===== src/rtl/sfc_pkg.sv =====
package sfc_pkg;

  localparam int FRAME_W = 12;

  localparam logic [1:0] FMT_8N = 2'd0;
  localparam logic [1:0] FMT_8P = 2'd1;
  localparam logic [1:0] FMT_7P = 2'd2;

  typedef enum logic [1:0] {
    RX_IDLE  = 2'd0,
    RX_START = 2'd1,
    RX_BITS  = 2'd2
  } rx_state_e;

  function automatic logic [3:0] fmt_data_len(input logic [1:0] fmt);
    return (fmt == FMT_7P) ? 4'd7 : 4'd8;
  endfunction

  function automatic logic fmt_has_par(input logic [1:0] fmt);
    return (fmt == FMT_8P) || (fmt == FMT_7P);
  endfunction

  function automatic logic [7:0] fmt_mask(input logic [1:0] fmt, input logic [7:0] d);
    return (fmt == FMT_7P) ? {1'b0, d[6:0]} : d;
  endfunction

  // bits that follow the start bit: data, parity, stop(s)
  function automatic logic [3:0] fmt_tail_len(input logic [1:0] fmt, input logic two_stop);
    return fmt_data_len(fmt) + {3'd0, fmt_has_par(fmt)} + 4'd1 + {3'd0, two_stop};
  endfunction

  function automatic logic [FRAME_W-1:0] fmt_build(input logic [1:0] fmt, input logic odd,
                                                   input logic [7:0] d);
    logic [FRAME_W-1:0] f;
    logic [3:0]         nd;
    f    = '1;
    f[0] = 1'b0;
    nd   = fmt_data_len(fmt);
    for (int i = 0; i < 8; i++) begin
      if (4'(i) < nd) f[i+1] = d[i];
    end
    if (fmt_has_par(fmt)) f[nd + 4'd1] = (^fmt_mask(fmt, d)) ^ odd;
    return f;
  endfunction

endpackage


===== src/rtl/sfc_tx.sv =====
module sfc_tx import sfc_pkg::*; #(
  parameter int OSR = 16
) (
  input  logic       clk,
  input  logic       rst_n,
  input  logic       tick,
  input  logic       wr,
  input  logic [7:0] wdata,
  input  logic [1:0] fmt,
  input  logic       par_odd,
  input  logic       two_stop,
  output logic       txd,
  output logic       buf_empty,
  output logic       ovr_pulse
);
  localparam int CW = $clog2(OSR);
  localparam logic [CW-1:0] LAST_TICK = CW'(OSR - 1);

  logic                 full_q, full_d;
  logic [7:0]           hold_q, hold_d;
  logic                 busy_q, busy_d;
  logic [FRAME_W-1:0]   sh_q, sh_d;
  logic [3:0]           left_q, left_d;
  logic [CW-1:0]        cnt_q, cnt_d;
  logic                 take;

  assign take      = full_q && !busy_q;
  assign ovr_pulse = wr && full_q && !take;
  assign buf_empty = !full_q;
  assign txd       = busy_q ? sh_q[0] : 1'b1;

  always_comb begin
    full_d = full_q;
    hold_d = hold_q;
    busy_d = busy_q;
    sh_d   = sh_q;
    left_d = left_q;
    cnt_d  = cnt_q;
    if (take) full_d = 1'b0;
    if (wr && !ovr_pulse) begin
      full_d = 1'b1;
      hold_d = wdata;
    end
    if (take) begin
      busy_d = 1'b1;
      sh_d   = fmt_build(fmt, par_odd, hold_q);
      left_d = fmt_tail_len(fmt, two_stop);
      cnt_d  = '0;
    end else if (busy_q && tick) begin
      if (cnt_q == LAST_TICK) begin
        cnt_d = '0;
        sh_d  = {1'b1, sh_q[FRAME_W-1:1]};
        if (left_q == 4'd0) busy_d = 1'b0;
        else                left_d = left_q - 4'd1;
      end else begin
        cnt_d = cnt_q + 1'b1;
      end
    end
  end

  always_ff @(posedge clk or negedge rst_n) begin
    if (!rst_n) begin
      full_q <= 1'b0;
      hold_q <= '0;
      busy_q <= 1'b0;
      sh_q   <= '1;
      left_q <= '0;
      cnt_q  <= '0;
    end else begin
      full_q <= full_d;
      hold_q <= hold_d;
      busy_q <= busy_d;
      sh_q   <= sh_d;
      left_q <= left_d;
      cnt_q  <= cnt_d;
    end
  end

  a_r2_start_low: assert property (@(posedge clk) disable iff (!rst_n)
    $rose(busy_q) |-> !txd);
  a_r3_pending_kept: assert property (@(posedge clk) disable iff (!rst_n)
    wr && full_q && busy_q |=> hold_q == $past(hold_q));

endmodule


===== src/rtl/sfc_rx.sv =====
module sfc_rx import sfc_pkg::*; #(
  parameter int OSR = 16
) (
  input  logic       clk,
  input  logic       rst_n,
  input  logic       tick,
  input  logic       rxd,
  input  logic       en,
  input  logic [1:0] fmt,
  input  logic       two_stop,
  input  logic       par_en,
  input  logic       par_odd,
  output logic       done,
  output logic [7:0] data,
  output logic       pe,
  output logic       fe
);
  localparam int CW = $clog2(OSR);
  localparam logic [CW-1:0] MID_TICK  = CW'(OSR / 2 - 1);
  localparam logic [CW-1:0] LAST_TICK = CW'(OSR - 1);

  logic               rs1_q, rs2_q;
  rx_state_e          st_q, st_d;
  logic [CW-1:0]      cnt_q, cnt_d;
  logic [3:0]         idx_q, idx_d;
  logic [FRAME_W-2:0] bits_q, bits_d;
  logic               fin;
  logic [3:0]         last_idx, nd, stop_idx;
  logic               has_par;
  logic [7:0]         dat_w;
  logic               pe_w, fe_w;

  assign last_idx = fmt_tail_len(fmt, two_stop) - 4'd1;
  assign nd       = fmt_data_len(fmt);
  assign has_par  = fmt_has_par(fmt);
  assign stop_idx = nd + {3'd0, has_par};

  always_comb begin
    st_d   = st_q;
    cnt_d  = cnt_q;
    idx_d  = idx_q;
    bits_d = bits_q;
    fin    = 1'b0;
    if (en && tick) begin
      unique case (st_q)
        RX_IDLE: if (!rs2_q) begin
          st_d  = RX_START;
          cnt_d = '0;
        end
        RX_START: if (cnt_q == MID_TICK) begin
          cnt_d = '0;
          idx_d = '0;
          st_d  = rs2_q ? RX_IDLE : RX_BITS;
        end else begin
          cnt_d = cnt_q + 1'b1;
        end
        RX_BITS: if (cnt_q == LAST_TICK) begin
          cnt_d         = '0;
          bits_d[idx_q] = rs2_q;
          if (idx_q == last_idx) begin
            fin  = 1'b1;
            st_d = RX_IDLE;
          end else begin
            idx_d = idx_q + 4'd1;
          end
        end else begin
          cnt_d = cnt_q + 1'b1;
        end
        default: st_d = RX_IDLE;
      endcase
    end
  end

  assign dat_w = fmt_mask(fmt, bits_d[7:0]);
  assign pe_w  = par_en && has_par && (bits_d[nd] != ((^dat_w) ^ par_odd));
  assign fe_w  = !bits_d[stop_idx] || (two_stop && !bits_d[stop_idx + 4'd1]);

  always_ff @(posedge clk or negedge rst_n) begin
    if (!rst_n) begin
      rs1_q  <= 1'b1;
      rs2_q  <= 1'b1;
      st_q   <= RX_IDLE;
      cnt_q  <= '0;
      idx_q  <= '0;
      bits_q <= '1;
      done   <= 1'b0;
      pe     <= 1'b0;
      fe     <= 1'b0;
      data   <= '0;
    end else begin
      rs1_q  <= rxd;
      rs2_q  <= rs1_q;
      st_q   <= st_d;
      cnt_q  <= cnt_d;
      idx_q  <= idx_d;
      bits_q <= bits_d;
      done   <= fin;
      pe     <= fin && pe_w;
      fe     <= fin && fe_w;
      if (fin) data <= dat_w;
    end
  end

  a_r4_off_idle: assert property (@(posedge clk) disable iff (!rst_n)
    !en |-> st_q == RX_IDLE);
  a_r6_done_after_bits: assert property (@(posedge clk) disable iff (!rst_n)
    done |-> $past(st_q) == RX_BITS);

endmodule


===== src/rtl/sfc_flags.sv =====
module sfc_flags #(
  parameter int NF = 3
) (
  input  logic          clk,
  input  logic          rst_n,
  input  logic [NF-1:0] set_v,
  input  logic [NF-1:0] clr_v,
  output logic [NF-1:0] flag_q
);
  logic [NF-1:0] flag_d;

  for (genvar i = 0; i < NF; i++) begin : g_flag
    always_comb begin
      flag_d[i] = flag_q[i];
      if (clr_v[i]) flag_d[i] = 1'b0;
      if (set_v[i]) flag_d[i] = 1'b1;
    end

    always_ff @(posedge clk or negedge rst_n) begin
      if (!rst_n) flag_q[i] <= 1'b0;
      else        flag_q[i] <= flag_d[i];
    end

    a_r10_sticky: assert property (@(posedge clk) disable iff (!rst_n)
      flag_q[i] && !clr_v[i] |=> flag_q[i]);
  end

endmodule


===== src/rtl/sfc_top.sv =====
module sfc_top import sfc_pkg::*; #(
  parameter int OSR = 16
) (
  input  logic       clk,
  input  logic       rst_n,
  input  logic       os_tick,
  input  logic       rxd_i,
  output logic       txd_o,
  input  logic [1:0] fmt_sel,
  input  logic       stop2_sel,
  input  logic       par_chk_en,
  input  logic       par_odd_sel,
  input  logic       fe_chk_en,
  input  logic       oe_chk_en,
  input  logic       rx_on_set,
  input  logic       fe_clr,
  input  logic       pe_clr,
  input  logic       oe_clr,
  input  logic       tx_load,
  input  logic [7:0] tx_char,
  input  logic       rx_take,
  output logic [7:0] rx_char,
  output logic       rx_ready,
  output logic       tx_empty,
  output logic       fe_flag,
  output logic       pe_flag,
  output logic       oe_flag
);
  logic       rx_on_q;
  logic       rx_done, rx_pe, rx_fe;
  logic [7:0] rx_dat;
  logic       tx_ovr, rx_ovr;
  logic       rdy_d;
  logic [7:0] char_d;
  logic [2:0] set_v, clr_v, flag_v;

  sfc_tx #(.OSR(OSR)) u_tx (
    .clk(clk), .rst_n(rst_n), .tick(os_tick), .wr(tx_load), .wdata(tx_char),
    .fmt(fmt_sel), .par_odd(par_odd_sel), .two_stop(stop2_sel),
    .txd(txd_o), .buf_empty(tx_empty), .ovr_pulse(tx_ovr)
  );

  sfc_rx #(.OSR(OSR)) u_rx (
    .clk(clk), .rst_n(rst_n), .tick(os_tick), .rxd(rxd_i), .en(rx_on_q),
    .fmt(fmt_sel), .two_stop(stop2_sel), .par_en(par_chk_en), .par_odd(par_odd_sel),
    .done(rx_done), .data(rx_dat), .pe(rx_pe), .fe(rx_fe)
  );

  assign rx_ovr = rx_done && rx_ready && !rx_take;

  always_comb begin
    rdy_d  = rx_ready;
    char_d = rx_char;
    if (rx_take) rdy_d = 1'b0;
    if (rx_done && !rx_ovr) begin
      rdy_d  = 1'b1;
      char_d = rx_dat;
    end
  end

  always_ff @(posedge clk or negedge rst_n) begin
    if (!rst_n) begin
      rx_on_q  <= 1'b0;
      rx_ready <= 1'b0;
      rx_char  <= '0;
    end else begin
      rx_on_q  <= rx_on_q | rx_on_set;
      rx_ready <= rdy_d;
      rx_char  <= char_d;
    end
  end

  // flag order: 0 frame, 1 parity, 2 overrun
  assign set_v = {oe_chk_en && (tx_ovr || rx_ovr), rx_pe, fe_chk_en && rx_fe};
  assign clr_v = {oe_clr, pe_clr, fe_clr};

  sfc_flags #(.NF(3)) u_flags (
    .clk(clk), .rst_n(rst_n), .set_v(set_v), .clr_v(clr_v), .flag_q(flag_v)
  );

  assign fe_flag = flag_v[0];
  assign pe_flag = flag_v[1];
  assign oe_flag = flag_v[2];

  a_r9_old_kept: assert property (@(posedge clk) disable iff (!rst_n)
    rx_ready && !rx_take |=> $stable(rx_char));
  a_r6_bit7_zero: assert property (@(posedge clk) disable iff (!rst_n)
    rx_done && $past(fmt_sel) == FMT_7P |-> !rx_dat[7]);
  a_r8_fe_gate: assert property (@(posedge clk) disable iff (!rst_n)
    !fe_chk_en && !fe_flag && !rx_fe |=> !fe_flag);
  a_r11_oe_gate: assert property (@(posedge clk) disable iff (!rst_n)
    !oe_chk_en && !oe_flag |=> !oe_flag);
  a_r8_fe_set: assert property (@(posedge clk) disable iff (!rst_n)
    fe_chk_en && rx_fe |=> fe_flag);

endmodule


===== config.mk =====
export PLATFORM = sky130hd
export DESIGN_NAME = sfc_top
export DESIGN_NICKNAME = d
export VERILOG_FILES = /design/src/rtl/sfc_pkg.sv /design/src/rtl/sfc_tx.sv /design/src/rtl/sfc_rx.sv /design/src/rtl/sfc_flags.sv /design/src/rtl/sfc_top.sv
export SDC_FILE = /design/constraint.sdc
export NUM_CORES = 1
export LEC_CHECK = 0
export ABC_AREA = 1
export BUFFER_PORTS_ARGS = -buffer_cell sky130_fd_sc_hd__buf_2
export CORE_UTILIZATION = 45
export DETAILED_ROUTE_END_ITERATION = 6
export PLACE_DENSITY = 0.7
export SLEW_MARGIN = 25
export SYNTH_ARGS = -nofsm -noshare
export SYNTH_HDL_FRONTEND = slang
export SYNTH_SLANG_ARGS = --single-unit
export TNS_END_PERCENT = 100

===== constraint.sdc =====
create_clock -name clk -period 2.23 [get_ports clk]
set_input_delay 0.1115 -clock clk [delete_from_list [all_inputs] [get_ports clk]]
set_output_delay 0.1115 -clock clk [all_outputs]
set_load 0.03 [all_outputs]

After elaboration in Yosys (flattened, before gate mapping)
Cells that the tools add are included.
- add/sub/neg operators: 9
- magnitude comparators: 15
- eq/ne operators: 15
- mux-type cells: 78
- bitwise operators: 3
- reduce and logical (&&, ||, !) cells: 49
- operators by type and width (operator ; count):
    2-to-1 mux 4 bit ; 14
    2-to-1 mux 12 bit ; 4
    2-to-1 mux 1 bit ; 40
    2-to-1 mux 11 bit ; 3
    less-than comparator 4 x 5 -> 1 bit, second input constant ; 5
    adder 4 x 1 -> 4 bit, second input constant ; 5
    logical AND 1 bit ; 18
    nonzero test 2 bit ; 9
    less-than comparator 3 x 4 -> 1 bit, first input constant ; 4
    2-to-1 mux 8 bit ; 2
    XOR reduction 8 bit ; 2
    binary-select mux 1 bit (select 4 bit) ; 3
    bitwise mux 12 bit ; 1
    one-hot mux 4 bit (3 select lines) ; 1
    bitwise mux 11 bit ; 1
    2-to-1 mux 2 bit ; 5
    AND reduction 5 bit ; 2
    AND reduction 3 bit ; 3
    adder 4 x 1 -> 4 bit ; 2
    demux 1 bit (select 4 bit) ; 2
    == test 4 bit, second input constant ; 2
    greater-or-equal comparator 4 x 1 -> 1 bit, second input constant ; 2
    logical NOT 1 bit ; 8
    less-than comparator 1 x 4 -> 1 bit, first input constant ; 2
    18 further kinds ; 29
- bits in registers: 77
- bits of input ports: 25
- output and inout bits: 14

Logic depth before layout (Yosys ltp)
- depth after elaboration: 14
- mapped depth: 17

By module
From an unflattened synthesis, not the netlist that was laid out.
- cells, all modules: 515
- area, all modules: 4245.3 um^2
- modules (own cells, without submodules) (module ; instances ; cells an instance ; area an instance (um^2)):
    sfc_rx ; 1 ; 254 ; 2063.2
    sfc_tx ; 1 ; 200 ; 1636.6
    sfc_top ; 1 ; 46 ; 425.4
    sfc_flags ; 1 ; 15 ; 120.1

Least setup slack after synthesis
No wires, ideal clock.
- path type: reg2reg
- start: register u_rx.st_q[0]
- end: register u_rx.pe
- arrival time: 1683 ps
- data required time: 2113 ps
- setup slack: 430 ps
- stages on the path, launching flop included: 14
- period minus slack after synthesis: 1800 ps
- cell sequence: dfrtp_1 -> inv_1 -> ha_1 -> nand3_4 -> nor2_4 -> nand2_1 -> o21ai_2 -> nor2_2 -> nor2_2 -> nand3_1 -> nand2_1 -> inv_1 -> nand2_1 -> a21oi_2
- longest elaborated chain between the ends: 9
- elaborated cells on any way between the ends: 13
- those cells by class: eq/ne: 2; mux: 7; bitwise: 1; reduce/logical: 3
- ends and longest elaborated chain (item ; RTL line ; text):
    start, declared ; sfc_rx.sv:23 ; rx_state_e st_q, st_d;
    start signal, assigned ; sfc_rx.sv:93 ; st_q <= st_d;
    == test 2 bit * ; sfc_rx.sv:45 ; unique case (st_q)
    parallel branches: the longest is 7 deep, another holds 2-to-1 mux 11 bit ; - ;
    logical AND 1 bit * ; sfc_rx.sv:98 ; pe <= fin && pe_w;
    end signal, assigned ; sfc_rx.sv:98 ;
    end, declared ; sfc_rx.sv:15 ; output logic pe,
Every way passes the cells marked *. The select of a mux whose other input is x is not followed.
A chain may end at the register's enable or synchronous reset.

Worst setup path after layout
- start: register u_rx.cnt_q[0]
- end: register u_rx.pe
- longest elaborated chain between the ends: 10
- elaborated cells on any way between the ends: 15
- those cells by class: eq/ne: 2; mux: 9; bitwise: 1; reduce/logical: 3
- ends and longest elaborated chain (item ; RTL line ; text):
    start, declared ; sfc_rx.sv:24 ; logic [CW-1:0] cnt_q, cnt_d;
    start signal, assigned ; sfc_rx.sv:94 ; cnt_q <= cnt_d;
    == test 4 bit * ; sfc_rx.sv:57 ; RX_BITS: if (cnt_q == LAST_TICK) begin
    parallel branches: the longest is 8 deep, another holds 2-to-1 mux 11 bit ; - ;
    logical AND 1 bit * ; sfc_rx.sv:98 ;
Marks and branches as above.

==> results.toml <==
[status]
outcome = "finished clean"

[synthesis]
yosysTopAreaCell = "dfrtp_1"
yosys_warnings = 0
synthArstFlopShare_pct = 100
synth_ff_type = "dfrtp_1"
netlist_area_um2 = 3950
synthDistinctLibCells = 38
synth_edf_count = 0
yosysTopAreaCellShare_pct = 33.0
synthesis.nets = 498
synthTopCellsByCount = "122 x nand2_1, 67 x inv_1, 52 x dfrtp_1, 29 x o21ai_0, 27 x nand3_1"
synth.ff_latch_count = 75
yosysSeqAreaShare_pct = 48.3
syn_inst = 456
syn_avg_cell_area_um2 = 8.66
synth.area.top_cells = "dfrtp_1 33%, dfstp_2 15%, nand2_1 12%, inv_1 6.4%, ha_1 5.4%"
synth_most_common_cell = "nand2_1"

[power_and_ir_drop]
powerDensity_nw_per_um2 = 828
p_leak_uw = 0.00243
peakVddDrop_mv = 0.331

[critical_path]
crit_path_end_kind = "flip-flop"
critPathLaunchType = "flip-flop"
cpMaxStageDelayCell = "dfrtp_1"
crit_top_cell = "nand2_1"
crit_family = "simple AND/OR/NAND/NOR gates"
slowest_delay_ns = 0.40
crit_arrival_ns = 2.26
critical_path_class = "flip-flop to flip-flop"
cp_cell_sequence = "ha_1 -> nand3_4 -> nor2_4 -> nand2_1 -> nand2_1 -> nand3_1 -> nand2_1 -> inv_1 -> nand2_1 -> nand2_1 -> nand2_1 -> nand2_1 -> inv_1 -> nand2_1 -> a21oi_2"
cp_max_fo = 7
crit_required_ns = 2.50
critPathBufInv = 2

[floorplan]
die-area_um2 = 9150
core_um2 = 8340
io_pins = 39
die_h_um = 95.7
fp-row-count = 33
die_w_um = 95.7
initial_core_util_pct = 47.3

[route]
dr_wl_met2_um = 3530
routed_via_density = 4.85
antenna_left = 0
wl_met1_um = 3880
drt_pass1_iterations = 4
drc = 0
drt-initial-drc-count = 121
dr_wl_met3_um = 192
totalWireLength_um = 7740
highest_layer = "met4"
wire_per_inst_um = 12.3
vias = 3060

[finish]
design_area_um2 = 4690
syn_to_final_growth_pct = 18.9
antenna_cells = 0
final_nets = 563
utilization_pct = 56.3
drive_gt1_share_pct = 23.4

[sta]
tns_ns = 0
slew_violations = 0
max_slew_margin_pct = 55.8
min_period_ns = 2.00
setup_viol = 0
fmax_mhz = 501
fin_crit_sh_pct = 89.6
finalHoldViolCount = 0
worst_slack_ns = 0.233
grt_setup_unrepaired = "no"
worstMarginPinSlew_ns = 0.663
skew_ns = 0.00984

[global_routing]
antenna_found_initial = 0
grt_max_degree = 76
grt.overflow.total = 0
grt_pass1_vias = 2917
grt_use_total_pct = 18.9
grt_first_pass_wirelength_um = 13200

[clock_tree]
post_cts_buffers = 0
clkTransAtPathRegs_ns = 0.07
cts_buffer_depth = 2
cts_tree = "done"
cts-root-buf = "clkbuf_8"
cts_max_level = 3
clock_latency_ns = 0.34
cts_sinks = 75
tritoncts.num_buffers = 9

[place]
dp_slack_ns = 0.170
gp_congestion = 0.788
dp_hpwl_um = 5590
numPortBuffers = 38
post_dp_cell_area_um2 = 4290

[min_path]
min_path_type = "input pin to flip-flop"

[run]
cap_violations = 0
-- state kept, by name (all words and copies together) (netlist names), 8 cells and up --
| register | count |
|---|---|
| u_rx.bits_q | 11 |
| u_tx.sh_q | 10 |
| rx_char | 8 |
| u_rx.data | 8 |
| u_tx.hold_q | 8 |
-- worst register-to-register path, cell delays in order (launching register included) --
cell	delay [ns]
dfrtp_1	0.40
ha_1	0.26
nand3_4	0.14
nor2_4	0.19
nand2_1	0.08
nand2_1	0.12
nand3_1	0.11
nand2_1	0.12
inv_1	0.05
nand2_1	0.07
nand2_1	0.05
nand2_1	0.05
nand2_1	0.06
inv_1	0.05
nand2_1	0.05
a21oi_2	0.12
-- layer usage --
metal / up-vias / track usage [%]
met5: - / 0
met4: 0 / 7.09
met3: 13 / 3.67
met2: 42 / 30.2
met1: 1429 / 25.4
li1: 1576 / -
-- kinds of logic after synthesis --
| family | count (synthesis) | synth area share, % |
|---|---|---|
| AOI/OAI and AO/OA | 60 | 8.53 |
| xor gates and xnor gates | 13 | 2.88 |
| adders and majority gates | 17 | 5.39 |
| buffers and inverters | 78 | 7.45 |
| DFF | 75 | 48.3 |
| muxes | 18 | 5.07 |
| and+or+nand+nor | 195 | 22.4 |
-- layout make-up --
class | instances | area [um2]
clock buffer | 12 | 155
clock inverter | 4 | 72.6
fill | 767 | 3650
inverter | 74 | 282
multi-input combinational | 303 | 1760
sequential | 75 | 1910
tap | 105 | 131
timing repair buffer | 58 | 387
-- what timing repair did --
action	4_1_cts	5_1_grt
hold endpoints to repair	64	1
setup endpoints to repair	0	2
resized for setup	0	3
hold buffers	15	1
-- per-stage QoR --
stage	power [uW]	hold slack [ns]	instances
after floorplan	2420	-0.184	456
after global placement	2620	0.219	599
after detailed placement	2680	0.218	599
after CTS	3890	0.00471	630
after global routing	4150	0.00635	631
final	3880	0.0252	631
-- power by group --
part	switching, uW	internal (uW)	total (uW)
combinational	554	372	926
sequential	151	1620	1780
clock	492	690	1180
-- cells in the final DEF, fill, tap and decap left out, types with 11 or more instances in the layout --
cell           instances
a21oi_1               12
buf_2                 37
clkbuf_8              11
dfrtp_1               52
dfstp_2               23
dlygate4sd3_1         16
ha_1                  16
inv_1                 67
mux2_2                16
nand2_1              122
nand3_1               27
nor2_1                21
o21ai_0               29
-- worst paths after layout --
check                                           from                          to  slack, ns  depth (start not counted)
max                        u_rx.cnt_q[0]$_DFFE_PN0P_           u_rx.pe$_DFF_PN0_       0.23                         15
min                                       tx_char[7]  u_tx.hold_q[7]$_DFFE_PN0P_       0.03                          2
max reg2reg                u_rx.cnt_q[0]$_DFFE_PN0P_           u_rx.pe$_DFF_PN0_       0.23                         15
min reg2reg                     u_rx.rs1_q$_DFF_PN1_        u_rx.rs2_q$_DFF_PN1_       0.36                          0
max in group asynchronous                      rst_n    u_rx.data[7]$_DFFE_PN0P_       1.42                          2
min in group asynchronous                      rst_n   u_rx.idx_q[2]$_DFFE_PN0P_       0.35                          2
Note: power is estimated with default switching activity, not from simulation.
